**src/rtl/ctmr_pkg.sv**
```systemverilog
package ctmr_pkg;

    // Source routed onto the leader's trigger output.
    typedef enum logic [1:0] {
        TRGO_RESET  = 2'd0,
        TRGO_ENABLE = 2'd1,
        TRGO_UPDATE = 2'd2
    } trgo_src_e;

    // Behaviour of a timer unit with respect to its selected trigger.
    typedef enum logic [2:0] {
        SLV_FREE    = 3'd0,  // counts its own tick, trigger ignored
        SLV_EXTCLK  = 3'd1,  // each high trigger cycle is one count edge
        SLV_RESET   = 3'd2,  // trigger clears the counter
        SLV_GATED   = 3'd3,  // counts only while trigger is high
        SLV_TRIGGER = 3'd4   // trigger arms the counter, which then runs
    } slave_mode_e;

endpackage

```
**src/rtl/ctmr_trig_sel.sv**
```systemverilog
module ctmr_trig_sel #(
    parameter int N   = 4,
    parameter int SEL = 2
) (
    input  logic [N-1:0] itr,
    output logic         trig
);
    localparam int SEL_W = (N > 1) ? $clog2(N) : 1;

    // Walk every slot so all inputs stay referenced for any SEL.
    always_comb begin
        trig = 1'b0;
        for (int i = 0; i < N; i++) begin
            if (SEL_W'(i) == SEL_W'(SEL)) begin
                trig = itr[i];
            end
        end
    end
endmodule

```
**src/rtl/ctmr_trgo.sv**
```systemverilog
module ctmr_trgo
    import ctmr_pkg::*;
#(
    parameter trgo_src_e SRC = TRGO_UPDATE
) (
    input  logic rst_evt,
    input  logic en,
    input  logic upd,
    output logic trgo
);
    always_comb begin
        case (SRC)
            TRGO_RESET:  trgo = rst_evt;
            TRGO_ENABLE: trgo = en;
            TRGO_UPDATE: trgo = upd;
            default:     trgo = upd;
        endcase
    end
endmodule

```
**src/rtl/ctmr_unit.sv**
```systemverilog
module ctmr_unit
    import ctmr_pkg::*;
#(
    parameter int          W    = 16,
    parameter slave_mode_e MODE = SLV_FREE
) (
    input  logic         clk,
    input  logic         rst,
    input  logic         tick,
    input  logic         trig,
    input  logic [W-1:0] limit,
    output logic [W-1:0] cnt,
    output logic         upd
);
    typedef struct packed {
        logic [W-1:0] cnt;
        logic         armed;
    } unit_st_t;

    unit_st_t st_d, st_q;
    logic     adv;
    logic     clr;
    logic     at_top;

    always_comb begin
        st_d   = st_q;
        adv    = 1'b0;
        clr    = 1'b0;
        at_top = (st_q.cnt >= limit);
        case (MODE)
            SLV_FREE:   adv = tick;
            SLV_EXTCLK: adv = trig;
            SLV_RESET: begin
                clr = trig;
                adv = tick && !trig;
            end
            SLV_GATED:  adv = tick && trig;
            SLV_TRIGGER: begin
                if (trig) begin
                    st_d.armed = 1'b1;
                end
                adv = tick && (st_q.armed || trig);
            end
            default:    adv = tick;
        endcase
        if (clr) begin
            st_d.cnt = '0;
        end else if (adv) begin
            st_d.cnt = at_top ? '0 : st_q.cnt + 1'b1;
        end
        if (rst) begin
            st_d = '0;
        end
    end

    always_ff @(posedge clk) begin
        st_q <= st_d;
    end

    assign cnt = st_q.cnt;
    assign upd = adv && at_top && !clr && !rst;
endmodule

```
**src/rtl/cascade_timer32.sv**
```systemverilog
module cascade_timer32
    import ctmr_pkg::*;
#(
    parameter int          W          = 16,
    parameter int          NUM_ITR    = 4,
    parameter int          LEAD_SLOT  = 2,
    parameter int          FOLLOW_SEL = 2,
    parameter trgo_src_e   LEAD_TRGO  = TRGO_UPDATE,
    parameter slave_mode_e FOLLOW_MODE = SLV_EXTCLK
) (
    input  logic           clk,
    input  logic           rst,
    input  logic           en,
    input  logic [W-1:0]   lim_lo,
    input  logic [W-1:0]   lim_hi,
    output logic [2*W-1:0] count,
    output logic           ovf
);
    localparam int CW = 2 * W;

    typedef struct packed {
        logic ovf;
    } top_st_t;

    logic [W-1:0]       lead_cnt;
    logic [W-1:0]       foll_cnt;
    logic               lead_upd;
    logic               foll_upd;
    logic               m_trgo;
    logic               foll_trig;
    logic [NUM_ITR-1:0] itr_bus;
    top_st_t            top_d, top_q;

    ctmr_unit #(.W(W), .MODE(SLV_FREE)) u_lead (
        .clk  (clk),
        .rst  (rst),
        .tick (en),
        .trig (1'b0),
        .limit(lim_lo),
        .cnt  (lead_cnt),
        .upd  (lead_upd)
    );

    ctmr_trgo #(.SRC(LEAD_TRGO)) u_trgo (
        .rst_evt(rst),
        .en     (en),
        .upd    (lead_upd),
        .trgo   (m_trgo)
    );

    // Internal trigger bank: only the leader's slot is populated.
    for (genvar i = 0; i < NUM_ITR; i++) begin : g_itr
        if (i == LEAD_SLOT) begin : g_lead
            assign itr_bus[i] = m_trgo;
        end else begin : g_idle
            assign itr_bus[i] = 1'b0;
        end
    end

    ctmr_trig_sel #(.N(NUM_ITR), .SEL(FOLLOW_SEL)) u_tsel (
        .itr (itr_bus),
        .trig(foll_trig)
    );

    ctmr_unit #(.W(W), .MODE(FOLLOW_MODE)) u_follow (
        .clk  (clk),
        .rst  (rst),
        .tick (en),
        .trig (foll_trig),
        .limit(lim_hi),
        .cnt  (foll_cnt),
        .upd  (foll_upd)
    );

    always_comb begin
        top_d     = top_q;
        top_d.ovf = lead_upd && foll_upd;
        if (rst) begin
            top_d = '0;
        end
    end

    always_ff @(posedge clk) begin
        top_q <= top_d;
    end

    assign count = CW'({foll_cnt, lead_cnt});
    assign ovf   = top_q.ovf;
endmodule

```
**config.mk**
```make
export PLATFORM = sky130hd
export DESIGN_NAME = cascade_timer32
export DESIGN_NICKNAME = d
export VERILOG_FILES = /design/src/rtl/ctmr_pkg.sv /design/src/rtl/ctmr_trig_sel.sv /design/src/rtl/ctmr_trgo.sv /design/src/rtl/ctmr_unit.sv /design/src/rtl/cascade_timer32.sv
export SDC_FILE = /design/constraint.sdc
export NUM_CORES = 1
export LEC_CHECK = 0
export CAP_MARGIN = 20
export CELL_PAD_IN_SITES_DETAIL_PLACEMENT = 1
export CELL_PAD_IN_SITES_GLOBAL_PLACEMENT = 2
export CORE_MARGIN = 10
export CORE_UTILIZATION = 36
export CTS_CLUSTER_DIAMETER = 150
export CTS_CLUSTER_SIZE = 16
export DETAILED_ROUTE_END_ITERATION = 7
export DONT_BUFFER_PORTS = 1
export GPL_TIMING_DRIVEN = 0
export PLACE_DENSITY = 0.89
export SETUP_SLACK_MARGIN = 0.2
export SLEW_MARGIN = 40
export SYNTH_ARGS = -nofsm -noshare
export SYNTH_HDL_FRONTEND = slang
export SYNTH_SLANG_ARGS = --single-unit
```
**constraint.sdc**
```tcl
create_clock -name clk -period 2.8 [get_ports clk]
set_clock_uncertainty 0.05 [all_clocks]
set_input_delay 0.56 -clock clk [delete_from_list [all_inputs] [get_ports clk]]
set_output_delay 0.56 -clock clk [all_outputs]
set_load 0.05 [all_outputs]
```
==> impl_metrics.tcl <==
set metrics [dict create \
    status "complete, no violations" \
    ctsHoldBuffers 0 \
    start_util_pct 37.8 \
    dp.final_hpwl_um 5510 \
    min_period_ns 2.55 \
    hold_violations 0 \
    antenna_cells 0 \
    path_class "reg2reg" \
    holdCritStartpoint "en" \
    ys_seq_elements 33 \
    place.port_buffers 0 \
    cp_max_fo 7 \
    fmax_mhz 392 \
    grt_max_degree 11 \
    core_um2 6460 \
    reg2regPathDepth 9 \
    required_ns 2.92 \
    leakagePower_nw 1.15 \
    maxSlewViolCount 0 \
    period_share_pct 91.2 \
    p_per_area_nw_per_um2 314 \
    fill_cells 775 \
    r2r_start "u_follow.cnt[9]" \
    grt-ovfl-total 0 \
    synth_seq_area_share_pct 27.1 \
    ys.flop_type "dfxtp_1" \
    multi_input_area_um2 1770 \
    clk_path_buf_depth 2 \
    worst-path-buf-inv 2 \
    syn-cell-area_um2 2440 \
    path_cells "ha_4 > nand4_1 > or4_4 > o32ai_4 > or2_4 > buf_6 > nor3_4 > buf_12 > a32o_1" \
    die_h_um 102 \
    final_area_um2 2960 \
    drcViolationCount 0 \
    whs_path_depth 2 \
    synth_compound_area_share_pct 16.7 \
    worst_path_max_delay_cell "or4_4" \
    grt_pass1_wl_um 11700 \
    syn_area_per_cell_um2 8.21 \
    rr_endpoint "u_follow.cnt[12]" \
    synthArstFlopShare_pct 0 \
    clock_latency_ns 0.28 \
    setup_viol 0 \
    synth_edf_count 0 \
    critPathTopFamily "simple AND/OR/NAND/NOR gates" \
    critical_path_depth 9 \
    wirelength_um 7140 \
    cts_tree "done" \
    syn_nets 366 \
    place.gp.congestion 0.814 \
    syn_inst 297 \
    critical_path_arrival_ns 2.67 \
    ant_nets 0 \
    crit_start "u_follow.cnt[9]" \
    cts-root-buf "clkbuf_8" \
    synthAdderAreaFrac_pct 17.4 \
    die_w_um 102 \
    rsz0062_at_grt "true" \
    io_pins 68 \
    synth-simple-area-share_pct 25.7 \
    setup.worst_path.start_class "flop" \
    wl_per_cell_um 18.3 \
    cap_violations 0 \
    regToRegSetupSlack_ns 0.25 \
    ir_worst_vdd_mv 0.122 \
    slew_headroom_pct 55.0 \
    drt_first_pass_iters 4 \
    yosysWarnings 0 \
    htreeDepth 2 \
    final_common_cell "inv_1" \
    clock_sinks 33 \
    cp-end-kind "flop" \
    hold_path.class "in2reg" \
    area_delta_synth_final_pct 21.5 \
    num_vias 2202 \
    cp_slowest_stage_delay_ns 0.56 \
    synth.area.mux_share_pct 0.410 \
    avgViaCountPerCell 5.66 \
    crit_path_end "u_follow.cnt[12]" \
    numCtsBuffers 5 \
    seq_area_um2 722 \
    grt_usage_pct 13.7 \
    synth_top_family_by_area "simple AND/OR/NAND/NOR gates" \
    rows 29 \
    die_area_um2 10500 \
    final_cell_mix "inv_1 (36), ha_1 (27), nand2_1 (20), nor2_1 (19), dfxtp_2 (19)" \
    synthXorXnorAreaFrac_pct 4.67 \
    antenna_found_initial 0 \
    fin_nets 381 \
    grt_pass1_vias 2270 \
    place_area_um2 2550 \
    drtIter0Drc 62 \
    drive_above_1_share_pct 25.6 \
    tightest_slew_ns 0.674 \
    synthDistinctLibCells 49 \
    total_power_mw 0.932 \
    cts.clk_slew.worst_paths_ns 0.07 \
]
-- worst min-delay path by stage --
| stage | end | slack [ns] |
|---|---|---|
| global placement | u_lead.cnt[0] | 0.57 |
| global route | u_lead.cnt[0] | 0.37 |
| detailed placement | u_lead.cnt[0] | 0.58 |
| CTS | u_lead.cnt[0] | 0.35 |
| floorplan | u_lead.cnt[0] | 0.55 |
| finish | u_lead.cnt[0] | 0.37 |
-- kinds of logic after synthesis --
kind of cell / after synthesis
simple gates: 116
compound gates: 54
buf+inv: 46
fa+ha+maj: 34
flops: 33
xor+xnor: 13
mux: 1
-- area by class of cell --
class / instances / share of cell area, %
Clock buffer: 7 / 2.91
Buffer: 7 / 2.03
Inverter: 39 / 4.94
Timing Repair Buffer: 8 / 2.95
Multi-Input combinational cell: 218 / 59.6
Tap cell: 77 / 3.25
Sequential cell: 33 / 24.4
-- cells in the mapped netlist, types with 3 or more instances --
master / instances / area, µm²
nand2b_1: 3 / 18.8
a21boi_1: 3 / 22.5
nand2_1: 20 / 75.1
a21oi_1: 13 / 65.1
nand3_1: 18 / 90.1
xor2_1: 9 / 78.8
nand4_1: 13 / 81.3
and3_1: 6 / 37.5
o21a_1: 4 / 30.0
o21ai_1: 9 / 45.0
nor3b_1: 4 / 30.0
nor2_1: 29 / 109
dfxtp_1: 33 / 661
nor3_1: 6 / 30.0
a32o_1: 8 / 80.1
ha_1: 34 / 425
or3_1: 3 / 18.8
clkbuf_1: 3 / 11.3
inv_1: 37 / 139
o32ai_1: 4 / 35.0
xnor2_1: 4 / 35.0
-- power by group --
part / total (mW) / switching [mW] / internal [mW]
sequential: 0.475 / 0.0125 / 0.463
combinational: 0.0887 / 0.0524 / 0.0362
clock: 0.368 / 0.173 / 0.195
-- timing repair --
action                     4_1_cts  5_1_grt
setup endpoints to repair       33       29
buffers inserted                 5        2
gates resized for setup         41       26
gates cloned                     1        0
pin swaps                       10       21
-- metal layers --
metal  vias to the layer above  GRT usage, %  part of all wire (%)
met5                         -             0                     0
met4                         0          2.93                  0.77
met3                         4          3.58                   5.2
met2                        46          22.7                    48
met1                      1062          17.3                    46
li1                       1090             -                     -
-- through the flow --
step | setup slack, ns | hold WS, ns | utilization (%) | TNS, ns | instances
2_1_floorplan | 0.204 | 0.546 | - | 0 | 297
3_3_place_gp | -0.234 | 0.569 | 39.5 | -4.34 | 374
3_5_place_dp | -0.267 | 0.582 | 39.5 | -4.28 | 374
4_1_cts | 0.184 | 0.355 | 43.8 | 0 | 387
5_1_grt | 0.119 | 0.366 | 45.9 | 0 | 389
6_report | 0.248 | 0.366 | 45.9 | 0 | 389
-- flip-flops by register name (all words and copies together), names as in the netlist --
signal,flops
ovf,1
u_follow.cnt,16
u_lead.cnt,16
-- worst register-to-register path, delay by kind of cell, from the launching register on --
| kind | cells | cell delay (ns) |
|---|---|---|
| AND/OR/NAND/NOR | 4 | 0.96 |
| flip-flops | 1 | 0.42 |
| adder cells (fa/ha/maj) | 1 | 0.30 |
| buffers and inverters | 2 | 0.24 |
| AO/OA/AOI/OAI | 2 | 0.47 |
(Power assumes the default switching activity.)
